## src/rtl/inj_evt_pkg.sv

```systemverilog
package inj_evt_pkg;

   // Information-word layout (fixed by the consumers of this word)
   localparam int INFO_W     = 32;
   localparam int ARMED_BIT  = 31;
   localparam int RSV_MSB    = 30;
   localparam int RSV_LSB    = 12;
   localparam int RSV_W      = RSV_MSB - RSV_LSB + 1;
   localparam int DELIV_BIT  = 11;
   localparam int KIND_MSB   = 10;
   localparam int KIND_LSB   = 8;
   localparam int KIND_W     = KIND_MSB - KIND_LSB + 1;
   localparam int VEC_MSB    = 7;
   localparam int VEC_W      = VEC_MSB + 1;

   // Rule positions in the violation vector
   localparam int RULE_RSV_KIND  = 0;
   localparam int RULE_NMI_VEC   = 1;
   localparam int RULE_HWEXC_VEC = 2;
   localparam int RULE_ERRFLAG   = 3;
   localparam int RULE_RSV_BITS  = 4;
   localparam int RULE_ERR_HI    = 5;
   localparam int RULE_ILEN      = 6;
   localparam int NUM_RULES      = 7;

   typedef logic [NUM_RULES-1:0] viol_t;

   typedef enum logic [KIND_W-1:0] {
      KIND_EXTINT = 3'd0,
      KIND_RSV1   = 3'd1,
      KIND_NMI    = 3'd2,
      KIND_HWEXC  = 3'd3,
      KIND_SWINT  = 3'd4,
      KIND_PRIVSW = 3'd5,
      KIND_SWEXC  = 3'd6,
      KIND_RSV7   = 3'd7
   } evt_kind_e;

   typedef struct packed {
      logic             armed;
      logic [RSV_W-1:0] rsv;
      logic             deliver;
      evt_kind_e        kind;
      logic [VEC_W-1:0] vec;
   } info_fields_t;

endpackage

```

## src/rtl/inj_evt_fields.sv

```systemverilog
module inj_evt_fields
   import inj_evt_pkg::*;
(
   input  logic [INFO_W-1:0] info,
   output info_fields_t      fields
);

   always_comb begin
      fields.armed   = info[ARMED_BIT];
      fields.rsv     = info[RSV_MSB:RSV_LSB];
      fields.deliver = info[DELIV_BIT];
      fields.kind    = evt_kind_e'(info[KIND_MSB:KIND_LSB]);
      fields.vec     = info[VEC_MSB:0];
   end

endmodule

```

## src/rtl/inj_evt_rules.sv

```systemverilog
module inj_evt_rules
   import inj_evt_pkg::*;
#(
   parameter int          ERR_W           = 32,
   parameter int          ERR_HI_LSB      = 15,
   parameter int          ILEN_W          = 5,
   parameter int          ILEN_MIN        = 1,
   parameter int          ILEN_MAX        = 15,
   parameter int          NMI_VECTOR      = 2,
   parameter int          HWEXC_VEC_LIMIT = 31,
   parameter logic [31:0] ERRCODE_VECTORS = 32'h0002_7D00
)(
   input  info_fields_t      fields,
   input  logic [ERR_W-1:0]  errcode,
   input  logic [ILEN_W-1:0] ilen,
   output viol_t             raw
);

   localparam int LOOKUP_W = $clog2($bits(ERRCODE_VECTORS));

   logic is_nmi, is_hwexc, is_swlike, is_rsv;
   logic vec_in_set;
   logic err_hi_nz;
   logic ilen_bad;
   logic unused_err_lo;

   always_comb begin
      is_nmi    = (fields.kind == KIND_NMI);
      is_hwexc  = (fields.kind == KIND_HWEXC);
      is_rsv    = (fields.kind == KIND_RSV1) || (fields.kind == KIND_RSV7);
      is_swlike = (fields.kind == KIND_SWINT) || (fields.kind == KIND_PRIVSW) ||
                  (fields.kind == KIND_SWEXC);
   end

   // Vector-set lookup: wider vectors need their upper bits to be zero
   generate
      if (VEC_W > LOOKUP_W) begin : g_wide_vec
         assign vec_in_set = (fields.vec[VEC_W-1:LOOKUP_W] == '0) &&
                             ERRCODE_VECTORS[fields.vec[LOOKUP_W-1:0]];
      end else begin : g_narrow_vec
         assign vec_in_set = ERRCODE_VECTORS[fields.vec];
      end
   endgenerate

   assign err_hi_nz     = |errcode[ERR_W-1:ERR_HI_LSB];
   assign unused_err_lo = ^errcode[ERR_HI_LSB-1:0];

   // Length window; a zero lower bound needs no low compare
   generate
      if (ILEN_MIN == 0) begin : g_no_low_bound
         assign ilen_bad = (ilen > ILEN_W'(ILEN_MAX));
      end else begin : g_low_bound
         assign ilen_bad = (ilen < ILEN_W'(ILEN_MIN)) || (ilen > ILEN_W'(ILEN_MAX));
      end
   endgenerate

   always_comb begin
      raw                 = '0;
      raw[RULE_RSV_KIND]  = is_rsv;
      raw[RULE_NMI_VEC]   = is_nmi && (fields.vec != VEC_W'(NMI_VECTOR));
      raw[RULE_HWEXC_VEC] = is_hwexc && (fields.vec > VEC_W'(HWEXC_VEC_LIMIT));
      raw[RULE_ERRFLAG]   = fields.deliver != (is_hwexc && vec_in_set);
      raw[RULE_RSV_BITS]  = |fields.rsv;
      raw[RULE_ERR_HI]    = fields.deliver && err_hi_nz;
      raw[RULE_ILEN]      = is_swlike && ilen_bad;
   end

endmodule

```

## src/rtl/inj_evt_result.sv

```systemverilog
module inj_evt_result
   import inj_evt_pkg::*;
(
   input  logic  clk,
   input  logic  rst_n,
   input  logic  strobe,
   input  logic  armed,
   input  viol_t raw,
   output logic  done,
   output logic  fail,
   output viol_t viol
);

   viol_t gated;

   // One gate and one flop per rule
   generate
      for (genvar g = 0; g < NUM_RULES; g++) begin : g_rule
         assign gated[g] = armed & raw[g];
         always_ff @(posedge clk or negedge rst_n) begin
            if (!rst_n)      viol[g] <= 1'b0;
            else if (strobe) viol[g] <= gated[g];
         end
      end
   endgenerate

   always_ff @(posedge clk or negedge rst_n) begin
      if (!rst_n) begin
         done <= 1'b0;
         fail <= 1'b0;
      end else begin
         done <= strobe;
         if (strobe) fail <= |gated;
      end
   end

   a_r10_done_after_strobe: assert property (@(posedge clk) disable iff (!rst_n)
      strobe |=> done);
   a_r10_hold_without_strobe: assert property (@(posedge clk) disable iff (!rst_n)
      !strobe |=> (!done && $stable(viol) && $stable(fail)));
   a_r1_disarmed_passes: assert property (@(posedge clk) disable iff (!rst_n)
      (strobe && !armed) |=> (viol == '0 && !fail));
   a_r9_fail_matches_any: assert property (@(posedge clk) disable iff (!rst_n)
      done |-> (fail == (viol != '0)));

endmodule

```

## src/rtl/inj_evt_validator.sv

```systemverilog
module inj_evt_validator
   import inj_evt_pkg::*;
#(
   parameter int          ERR_W           = 32,
   parameter int          ERR_HI_LSB      = 15,
   parameter int          ILEN_W          = 5,
   parameter int          ILEN_MIN        = 1,
   parameter int          ILEN_MAX        = 15,
   parameter int          NMI_VECTOR      = 2,
   parameter int          HWEXC_VEC_LIMIT = 31,
   parameter logic [31:0] ERRCODE_VECTORS = 32'h0002_7D00
)(
   input  logic                 clk,
   input  logic                 rst_n,
   input  logic                 chk_valid,
   input  logic [INFO_W-1:0]    evt_info,
   input  logic [ERR_W-1:0]     evt_errcode,
   input  logic [ILEN_W-1:0]    evt_ilen,
   output logic                 chk_done,
   output logic                 chk_fail,
   output logic [NUM_RULES-1:0] chk_viol
);

   // Elaboration-time parameter checks
   generate
      if (ILEN_MAX >= (1 << ILEN_W)) begin : g_bad_ilen_max
         $error("ILEN_MAX does not fit in ILEN_W bits");
      end
      if (ILEN_MIN > ILEN_MAX) begin : g_bad_ilen_range
         $error("ILEN_MIN exceeds ILEN_MAX");
      end
      if (ERR_HI_LSB < 1 || ERR_HI_LSB >= ERR_W) begin : g_bad_err_split
         $error("ERR_HI_LSB must lie inside the error-code word");
      end
      if (NMI_VECTOR >= (1 << VEC_W) || HWEXC_VEC_LIMIT >= (1 << VEC_W)) begin : g_bad_vec
         $error("vector constants exceed the vector field");
      end
   endgenerate

   info_fields_t fields;
   viol_t        raw;
   viol_t        viol_q;

   inj_evt_fields u_fields (
      .info   (evt_info),
      .fields (fields)
   );

   inj_evt_rules #(
      .ERR_W           (ERR_W),
      .ERR_HI_LSB      (ERR_HI_LSB),
      .ILEN_W          (ILEN_W),
      .ILEN_MIN        (ILEN_MIN),
      .ILEN_MAX        (ILEN_MAX),
      .NMI_VECTOR      (NMI_VECTOR),
      .HWEXC_VEC_LIMIT (HWEXC_VEC_LIMIT),
      .ERRCODE_VECTORS (ERRCODE_VECTORS)
   ) u_rules (
      .fields  (fields),
      .errcode (evt_errcode),
      .ilen    (evt_ilen),
      .raw     (raw)
   );

   inj_evt_result u_result (
      .clk    (clk),
      .rst_n  (rst_n),
      .strobe (chk_valid),
      .armed  (fields.armed),
      .raw    (raw),
      .done   (chk_done),
      .fail   (chk_fail),
      .viol   (viol_q)
   );

   assign chk_viol = viol_q;

   // Port-level rule checks
   a_r2_reserved_kind: assert property (@(posedge clk) disable iff (!rst_n)
      (chk_valid && evt_info[ARMED_BIT] &&
       (evt_info[KIND_MSB:KIND_LSB] == 3'd1 || evt_info[KIND_MSB:KIND_LSB] == 3'd7))
      |=> (chk_viol[RULE_RSV_KIND] && chk_fail));
   a_r3_nmi_vector: assert property (@(posedge clk) disable iff (!rst_n)
      (chk_valid && evt_info[ARMED_BIT] && evt_info[KIND_MSB:KIND_LSB] == 3'd2 &&
       evt_info[VEC_MSB:0] != VEC_W'(NMI_VECTOR))
      |=> chk_viol[RULE_NMI_VEC]);
   a_r6_reserved_bits: assert property (@(posedge clk) disable iff (!rst_n)
      (chk_valid && evt_info[ARMED_BIT] && evt_info[RSV_MSB:RSV_LSB] != '0)
      |=> chk_viol[RULE_RSV_BITS]);
   a_r7_errcode_ignored: assert property (@(posedge clk) disable iff (!rst_n)
      (chk_valid && !evt_info[DELIV_BIT]) |=> !chk_viol[RULE_ERR_HI]);
   a_r8_ilen_ignored: assert property (@(posedge clk) disable iff (!rst_n)
      (chk_valid && evt_info[KIND_MSB:KIND_LSB] < 3'd4) |=> !chk_viol[RULE_ILEN]);

endmodule

```

## config.mk

```make
export PLATFORM = sky130hd
export DESIGN_NAME = inj_evt_validator
export DESIGN_NICKNAME = d
export VERILOG_FILES = /design/src/rtl/inj_evt_pkg.sv /design/src/rtl/inj_evt_fields.sv /design/src/rtl/inj_evt_rules.sv /design/src/rtl/inj_evt_result.sv /design/src/rtl/inj_evt_validator.sv
export SDC_FILE = /design/constraint.sdc
export NUM_CORES = 1
export LEC_CHECK = 0
export CORE_AREA = 5 5 42 44
export DETAILED_ROUTE_END_ITERATION = 10
export DIE_AREA = 0 0 47 49
export DONT_BUFFER_PORTS = 1
export PLACE_DENSITY_LB_ADDON = 0.2
export SKIP_LAST_GASP = 1
export SLEW_MARGIN = 25
export SYNTH_ARGS = -nofsm -noshare
export SYNTH_HDL_FRONTEND = slang
export SYNTH_SLANG_ARGS = --single-unit
```

## constraint.sdc

```tcl
create_clock -name clk -period 0.94 [get_ports clk]
set_input_delay 0.188 -clock clk [delete_from_list [all_inputs] [get_ports clk]]
set_output_delay 0.188 -clock clk [all_outputs]
set_load 0.01 [all_outputs]
```

==> metrics.yaml, run 1 <==
outcome: "complete, but fails checks"
violations: "negative setup slack"
seq_area_sq_um: 225.2
vias_per_cell: 6.320
ir_worst_vdd_uv: 1294
clkLatencyLatePin_ns: 0.25
yosysSeqAreaShare_pct: 37.27
gp_congestion: 0.8218
synth_area_leaders: "dfrtp_1 37%, nor4_1 8.3%, o21ai_0 5.0%, inv_1 4.3%, nand2b_1 4.1%"
cp_slowest_cell: "or3_4"
grt_use_met2_pct: 23.53
hold_depth: 1
worstHoldEndpoint: "u_result.viol[5]"
ant_nets: 0
hold_class: "input port to flip-flop"
fp.dieArea_sq_mm: 0.002303
r2r-start: "u_result.fail"
seqPwrFrac_pct: 50.7
drc_errors: 0
cp.arrival_ns: 1.19
rr_worst_depth: 4
clockBufferDepth: 2
setup_viol: 4
power_frac_comb_pct: 16.5
yosys_warnings: 0
worst_clock_skew_ns: 0
port_buffers: 0
pwr-share-clk_pct: 32.8
holdWs_ns: 0.01930
drive_above_1_share_pct: 23.46
ios: 81
worstPathMaxFanout: 3
multiInputGateArea_sq_um: 422.9
routedWlPerCell_um: 17.65
sw_frac_of_total_pct: 24.12
rrSetupSlack_ns: 0.06
fin_crit_sh_pct: 113.1
crit_type: "input port to flip-flop"
fp-row-count: 14
synth_cells: 69
die_h_um: 49
rsz0062_at_grt: "true"
required_ns: 1.07
switching_power_w: 0.0002108
clkSinkCount: 9
use_met1_pct: 16.37
num_antenna_cells: 0
die_width_um: 47
grt-ovfl-total: 0
drtIter0Drc: 3
grt_pass1_vias: 630
grt.met3_usage_pct: 8.856
cp-end-kind: "flip-flop"
cp-start-kind: "input port"
synth_fp_nets: 141
core-area_sq_mm: 0.001401
maxSlewViolCount: 0
slew_headroom_pct: 74.08
clk_pin_slew_ns: 0.06
final_hold_viol_count: 0
antenna_found_initial: 0
first_pass_iters: 2
min_period_ns: 1.063
worstHoldStart: "chk_valid"
p_per_area_mw_per_mm2: 1096
leakage_nw: 0.2974
fill_cells: 125
worst_slew_pin_slew_ns: 0.3875
syn_to_final_growth_pct: 31.88
synth_top_cell_area_share_pct: 37.27
grt_pass1_wl_um: 2511
place_hpwl_um: 1422
synth_cell_types: 25
start_util_pct: 43.13
cts_tree: "built"
p_int_w: 0.0006630
worst_slack_ns: -0.1227
reg2reg_to: "u_result.fail"
fin_cells: 97
numCtsBuffers: 3
grt_max_degree: 16
ys_seq_elements: 9
synth_area_per_cell_sq_um: 8.758
h-tree-depth: 1
place_ws_ns: -0.3966
dp.cells: 90
yosysTopAreaCell: "dfrtp_1"
netlist_area_sq_um: 604.3
root_buffer: "clkbuf_4"
clock.fmax_mhz: 941.0
gr-usage-all-layers_pct: 14.67
top_usage_layer: "met2"
fin_nets: 154
drt-total-wl_um: 1712
cap_viol_max_count: 0
vias: 613
cp_cell_sequence: "or3_4, nor4b_4, or4b_4, a31o_1, nand4_1"
slowest_delay_ns: 0.39
## metal layers
metal / vias to the layer above / wire, um / part of all wire, %
met5: - / 0 / 0
met4: 0 / 0 / 0
met3: 0 / 217 / 13
met2: 41 / 883 / 52
met1: 282 / 612 / 36
li1: 290 / - / -
## synthesized netlist by cell type (all sizes together)
master and instances:
nand4bb 1, o21ai 6, a21oi 2, clkbuf 1, inv 7, or3 1
o31ai 1, o311a 1, nor4b 1, a31o 1, mux2i 2, o211ai 1
a211o 2, nand2b 4, and3 1, o22ai 1, nand4 3, or4b 1
nor2 5, o41ai 2, nor4 8, dfrtp 9, nor3 1, nand2 4
nand3 3
## registers in the layout, indices dropped and copies added, names as in the netlist
name and cells:
u_result.done 1, u_result.fail 1, u_result.viol 7
## critical path: cells and delay by family
family	cells	cell delay [ns]
AND/OR/NAND/NOR	4	0.87
AO/OA/AOI/OAI	1	0.13
## layout by cell type (no fill, tap or decap), drive strengths merged
| master | synthesis | final |
|---|---|---|
| nand4 | 3 | 3 |
| o31ai | 1 | 1 |
| inv | 7 | 7 |
| or4b | 1 | 1 |
| nor2 | 5 | 5 |
| or3 | 1 | 1 |
| nor4b | 1 | 1 |
| a31o | 1 | 1 |
| nand4bb | 1 | 1 |
| o41ai | 2 | 2 |
| mux2i | 2 | 2 |
| o21ai | 6 | 6 |
| o22ai | 1 | 1 |
| nand3 | 3 | 3 |
| nor3 | 1 | 1 |
| nand2b | 4 | 4 |
| o211ai | 1 | 1 |
| dfrtp | 9 | 9 |
| and3 | 1 | 1 |
| clkbuf | 1 | 4 |
| dlygate4sd3 | 0 | 2 |
| o311a | 1 | 1 |
| a211o | 2 | 2 |
| nand2 | 4 | 4 |
| buf | 0 | 7 |
| nor4 | 8 | 8 |
| a21oi | 2 | 2 |
## cells by family (layout without fill, tap and decap cells)
logic type             count (synthesis)  count (layout)  synth area share (%)
AOI/OAI and AO/OA                     17              17                 19.05
buffers and inverters                  8              20                 4.969
DFF                                    9               9                 37.27
muxes                                  2               2                 3.313
and+or+nand+nor                       33              33                 35.40
## power groups by stage
stage / Sequential (W) / Clock (W) / Combinational (W)
final: 0.000443 / 0.000286 / 0.000144
after global routing: 0.000448 / 0.000328 / 0.000163
after CTS: 0.000445 / 0.000298 / 0.000139
after detailed placement: 0.000451 / 0 / 0.000116
after global placement: 0.000451 / 0 / 0.000115
after floorplan: 0.000448 / 0 / 0.0000868
## through the flow
stage | util, % | instance area, sq um | TNS [ns] | total power, W
4_1_cts | 52.86 | 740.7 | -0.2347 | 0.0008818
6_report | 56.88 | 797.0 | -0.2456 | 0.0008738
5_1_grt | 56.88 | 797.0 | -0.5157 | 0.0009386
3_3_place_gp | 48.57 | 680.7 | -1.582 | 0.0005659
3_5_place_dp | 48.57 | 680.7 | -1.692 | 0.0005669
2_1_floorplan | - | 619.3 | -1.004 | 0.0005349
## worst max-delay path by stage
stage           startpoint            end  slack, ns  depth (start not counted)
3_3_place_gp   evt_info[6]  u_result.fail      -0.39                          5
5_1_grt        evt_info[6]  u_result.fail      -0.16                          5
3_5_place_dp   evt_info[6]  u_result.fail      -0.40                          5
4_1_cts        evt_info[6]  u_result.fail      -0.12                          5
6_report       evt_info[6]  u_result.fail      -0.12                          5
2_1_floorplan  evt_info[6]  u_result.fail      -0.36                          5
## what timing repair did
| item | CTS | global route |
|---|---|---|
| cloned | 0 | 0 |
| setup endpoints to repair | 4 | 5 |
| buffers inserted | 1 | 0 |
| hold buffers | 2 | 0 |
| endpoints found under the hold margin | 10 | 0 |
| pin swaps | 1 | 2 |
| gates resized for setup | 2 | 8 |
## final cells by class
| class | instances | share of cell area [%] |
|---|---|---|
| Inverter | 7 | 3.297 |
| Multi-Input combinational cell | 52 | 53.06 |
| Timing Repair Buffer | 9 | 9.576 |
| Sequential cell | 9 | 28.26 |
| Clock buffer | 4 | 3.297 |
| Tap cell | 16 | 2.512 |
(Power assumes the default switching activity.)
==> run 2, diff against run 1 <==
--- a/config.mk
+++ b/config.mk
@@ -5,10 +5,11 @@
 export SDC_FILE = /design/constraint.sdc
 export NUM_CORES = 1
 export LEC_CHECK = 0
-export CORE_AREA = 5 5 42 44
+export CORE_MARGIN = 5
+export CORE_UTILIZATION = 30
 export DETAILED_ROUTE_END_ITERATION = 10
-export DIE_AREA = 0 0 47 49
 export DONT_BUFFER_PORTS = 1
+export MAX_ROUTING_LAYER = met4
 export PLACE_DENSITY_LB_ADDON = 0.2
 export SKIP_LAST_GASP = 1
 export SLEW_MARGIN = 25
==> metrics.yaml, run 2 (synthesis results as in run 1) <==
outcome: "complete, but fails checks"
violations: "negative setup slack"
dp.cells: 101  # +12%
vias_per_cell: 5.565  # -12%
root_buffer: "clkbuf_4"
cap_viol_max_count: 0  # unchanged
cts_tree: "built"
largest-register: "u_result.viol"
sw_frac_of_total_pct: 26.72  # +2.6 points
die_h_um: 54.88  # +12%
fp-row-count: 16  # +2
worst_slack_ns: -0.1463  # -0.02352 ns
gr-usage-all-layers_pct: 12.55  # -2.1 points
first_pass_iters: 3  # +1
worst_slew_pin_slew_ns: 0.4161  # +0.02858 ns
hold_class: "input port to flip-flop"
numCtsBuffers: 3  # unchanged
clock.fmax_mhz: 920.6  # -2.2%
slew_headroom_pct: 72.17  # -1.9 points
cp-start-kind: "input port"
ant_nets: 0  # unchanged
syn_to_final_growth_pct: 38.30
worstHoldEndpoint: "u_result.viol[3]"
antenna_found_initial: 0  # unchanged
cp_slowest_cell: "or3_4"
path_buf_inv: 0  # unchanged
clkSinkCount: 9  # unchanged
grt_max_degree: 16  # unchanged
required_ns: 1.07  # about the same
final_cell_mix: "9 x dfrtp_1, 7 x inv_1, 5 x o21ai_0, 5 x buf_4"
start_util_pct: 31.12  # -12 points
ir_worst_vdd_uv: 985.3  # -24%
seqPwrFrac_pct: 49.0  # -1.7 points
p_int_w: 0.0006650  # +0.31%
min_period_ns: 1.086  # +0.02352 ns
worst_clock_skew_ns: 0  # unchanged
holdWs_ns: 0.006480  # -0.01282 ns
rsz0062_at_grt: "true"
fp.dieArea_sq_mm: 0.003012  # +31%
largest_register_ffs: 7  # unchanged
power_frac_comb_pct: 16.5  # about the same
worstHoldStart: "chk_valid"
h-tree-depth: 1  # unchanged
rr_worst_depth: 3  # -1
ios: 81  # unchanged
setup_viol: 4  # unchanged
rrSetupSlack_ns: 0.16  # +0.10 ns
clkLatencyLatePin_ns: 0.26  # about the same
grt_pass1_vias: 610  # -3.2%
maxSlewViolCount: 0  # unchanged
place_hpwl_um: 1539  # +8.2%
port_buffers: 0  # unchanged
gp_congestion: 0.7496  # -8.8%
crit_type: "input port to flip-flop"
cp_cell_sequence: "or3_4, nor4b_4, or4b_4, a31o_1, nand4_1"
fin_cells: 108  # +11%
final_hold_viol_count: 0  # unchanged
fin_crit_sh_pct: 115.6  # +2.5 points
cp.arrival_ns: 1.22  # +0.03 ns
drive_above_1_share_pct: 27.16  # +3.7 points
pwr-share-clk_pct: 34.4  # +1.6 points
clockBufferDepth: 2  # unchanged
mostFrequentLayoutCell: "dfrtp_1"
routedWlPerCell_um: 18.21  # +3.2%
num_antenna_cells: 0  # unchanged
core-area_sq_mm: 0.001942  # +39%
die_width_um: 54.88  # +17%
hold_depth: 1  # unchanged
drc_errors: 0  # unchanged
grt_pass1_wl_um: 2518  # +0.28%
cp-end-kind: "flip-flop"
clk_pin_slew_ns: 0.07  # about the same
reg2reg_to: "u_result.fail"
p_per_area_mw_per_mm2: 1086  # -0.96%
slowest_delay_ns: 0.40  # about the same
drtIter0Drc: 4  # +1
leakage_nw: 0.3050  # +2.6%
fin_util_pct: 43.04  # -14 points
vias: 601  # -2.0%
grt-ovfl-total: 0  # unchanged
worstPathMaxFanout: 3  # unchanged
switching_power_w: 0.0002424  # +15%
fin_nets: 154  # unchanged
drt-total-wl_um: 1967  # +15%
critPathTopFamily: "simple AND/OR/NAND/NOR gates"
r2r-start: "u_result.fail"
reg.largest.list: "u_result.viol (7), u_result.done (1), u_result.fail (1)"
## run 2: what timing repair did
action                                  CTS  global route
setup buffers                             1             0
resized for setup                         2            12
endpoints found under the hold margin    10             0
gates cloned                              0             0
pin swaps                                 1             5
hold buffers                              2             0
endpoints found under the setup margin    4             6
## run 2: worst max path at each step
stage / startpoint / end / slack (ns) / depth (start not counted)
floorplan: evt_info[6] / u_result.fail / -0.36 / 5
global placement: evt_info[6] / u_result.fail / -0.39 / 5
detailed placement: evt_info[6] / u_result.fail / -0.42 / 5
CTS: evt_info[6] / u_result.fail / -0.14 / 5
global route: evt_info[13] / u_result.fail / -0.20 / 5
finish: evt_info[6] / u_result.fail / -0.15 / 5
## run 2: layout make-up
cell class	instances	area (sq um)
multi-input cells	52	444.2
inverters	7	26.28
clock buffers	4	26.28
repair buffers	9	80.08
flip-flops and latches	9	225.2
well taps	27	33.78
fillers	200	1106
## run 2: stage by stage
| stage | setup WS (ns) | TNS (ns) | power, W | area [sq um] |
|---|---|---|---|---|
| 6_report | -0.1463 | -0.3072 | 0.0009075 | 835.8 |
| 5_1_grt | -0.2030 | -0.5893 | 0.0009580 | 835.8 |
| 4_1_cts | -0.1364 | -0.3013 | 0.0009016 | 754.5 |
| 3_5_place_dp | -0.4226 | -1.666 | 0.0005713 | 694.4 |
| 3_3_place_gp | -0.3899 | -1.539 | 0.0005705 | 694.4 |
| 2_1_floorplan | -0.3648 | -1.004 | 0.0005349 | 619.3 |
## run 2: worst register-to-register path: cells and delay by family, from the launching register on
| family | cells | cell delay (ns) |
|---|---|---|
| compound gates | 1 | 0.10 |
| simple gates | 2 | 0.16 |
| flops | 1 | 0.39 |
## run 2: power by group through the flow
stage	registers, W	clock network, W	logic, W
5_1_grt	0.000449	0.000342	0.000167
3_3_place_gp	0.000453	0	0.000117
6_report	0.000445	0.000312	0.000150
2_1_floorplan	0.000448	0	0.0000868
3_5_place_dp	0.000453	0	0.000119
4_1_cts	0.000447	0.000317	0.000138
## run 2: routing by layer
metal  global-route usage, %  vias to the layer above  share of wire (%)
met3                   6.540                        0                 12
met5                       -                        -                  0
met1                   13.72                      275                 37
met2                   20.28                       37                 51
li1                        -                      289                  -
met4                   2.490                        0                  0
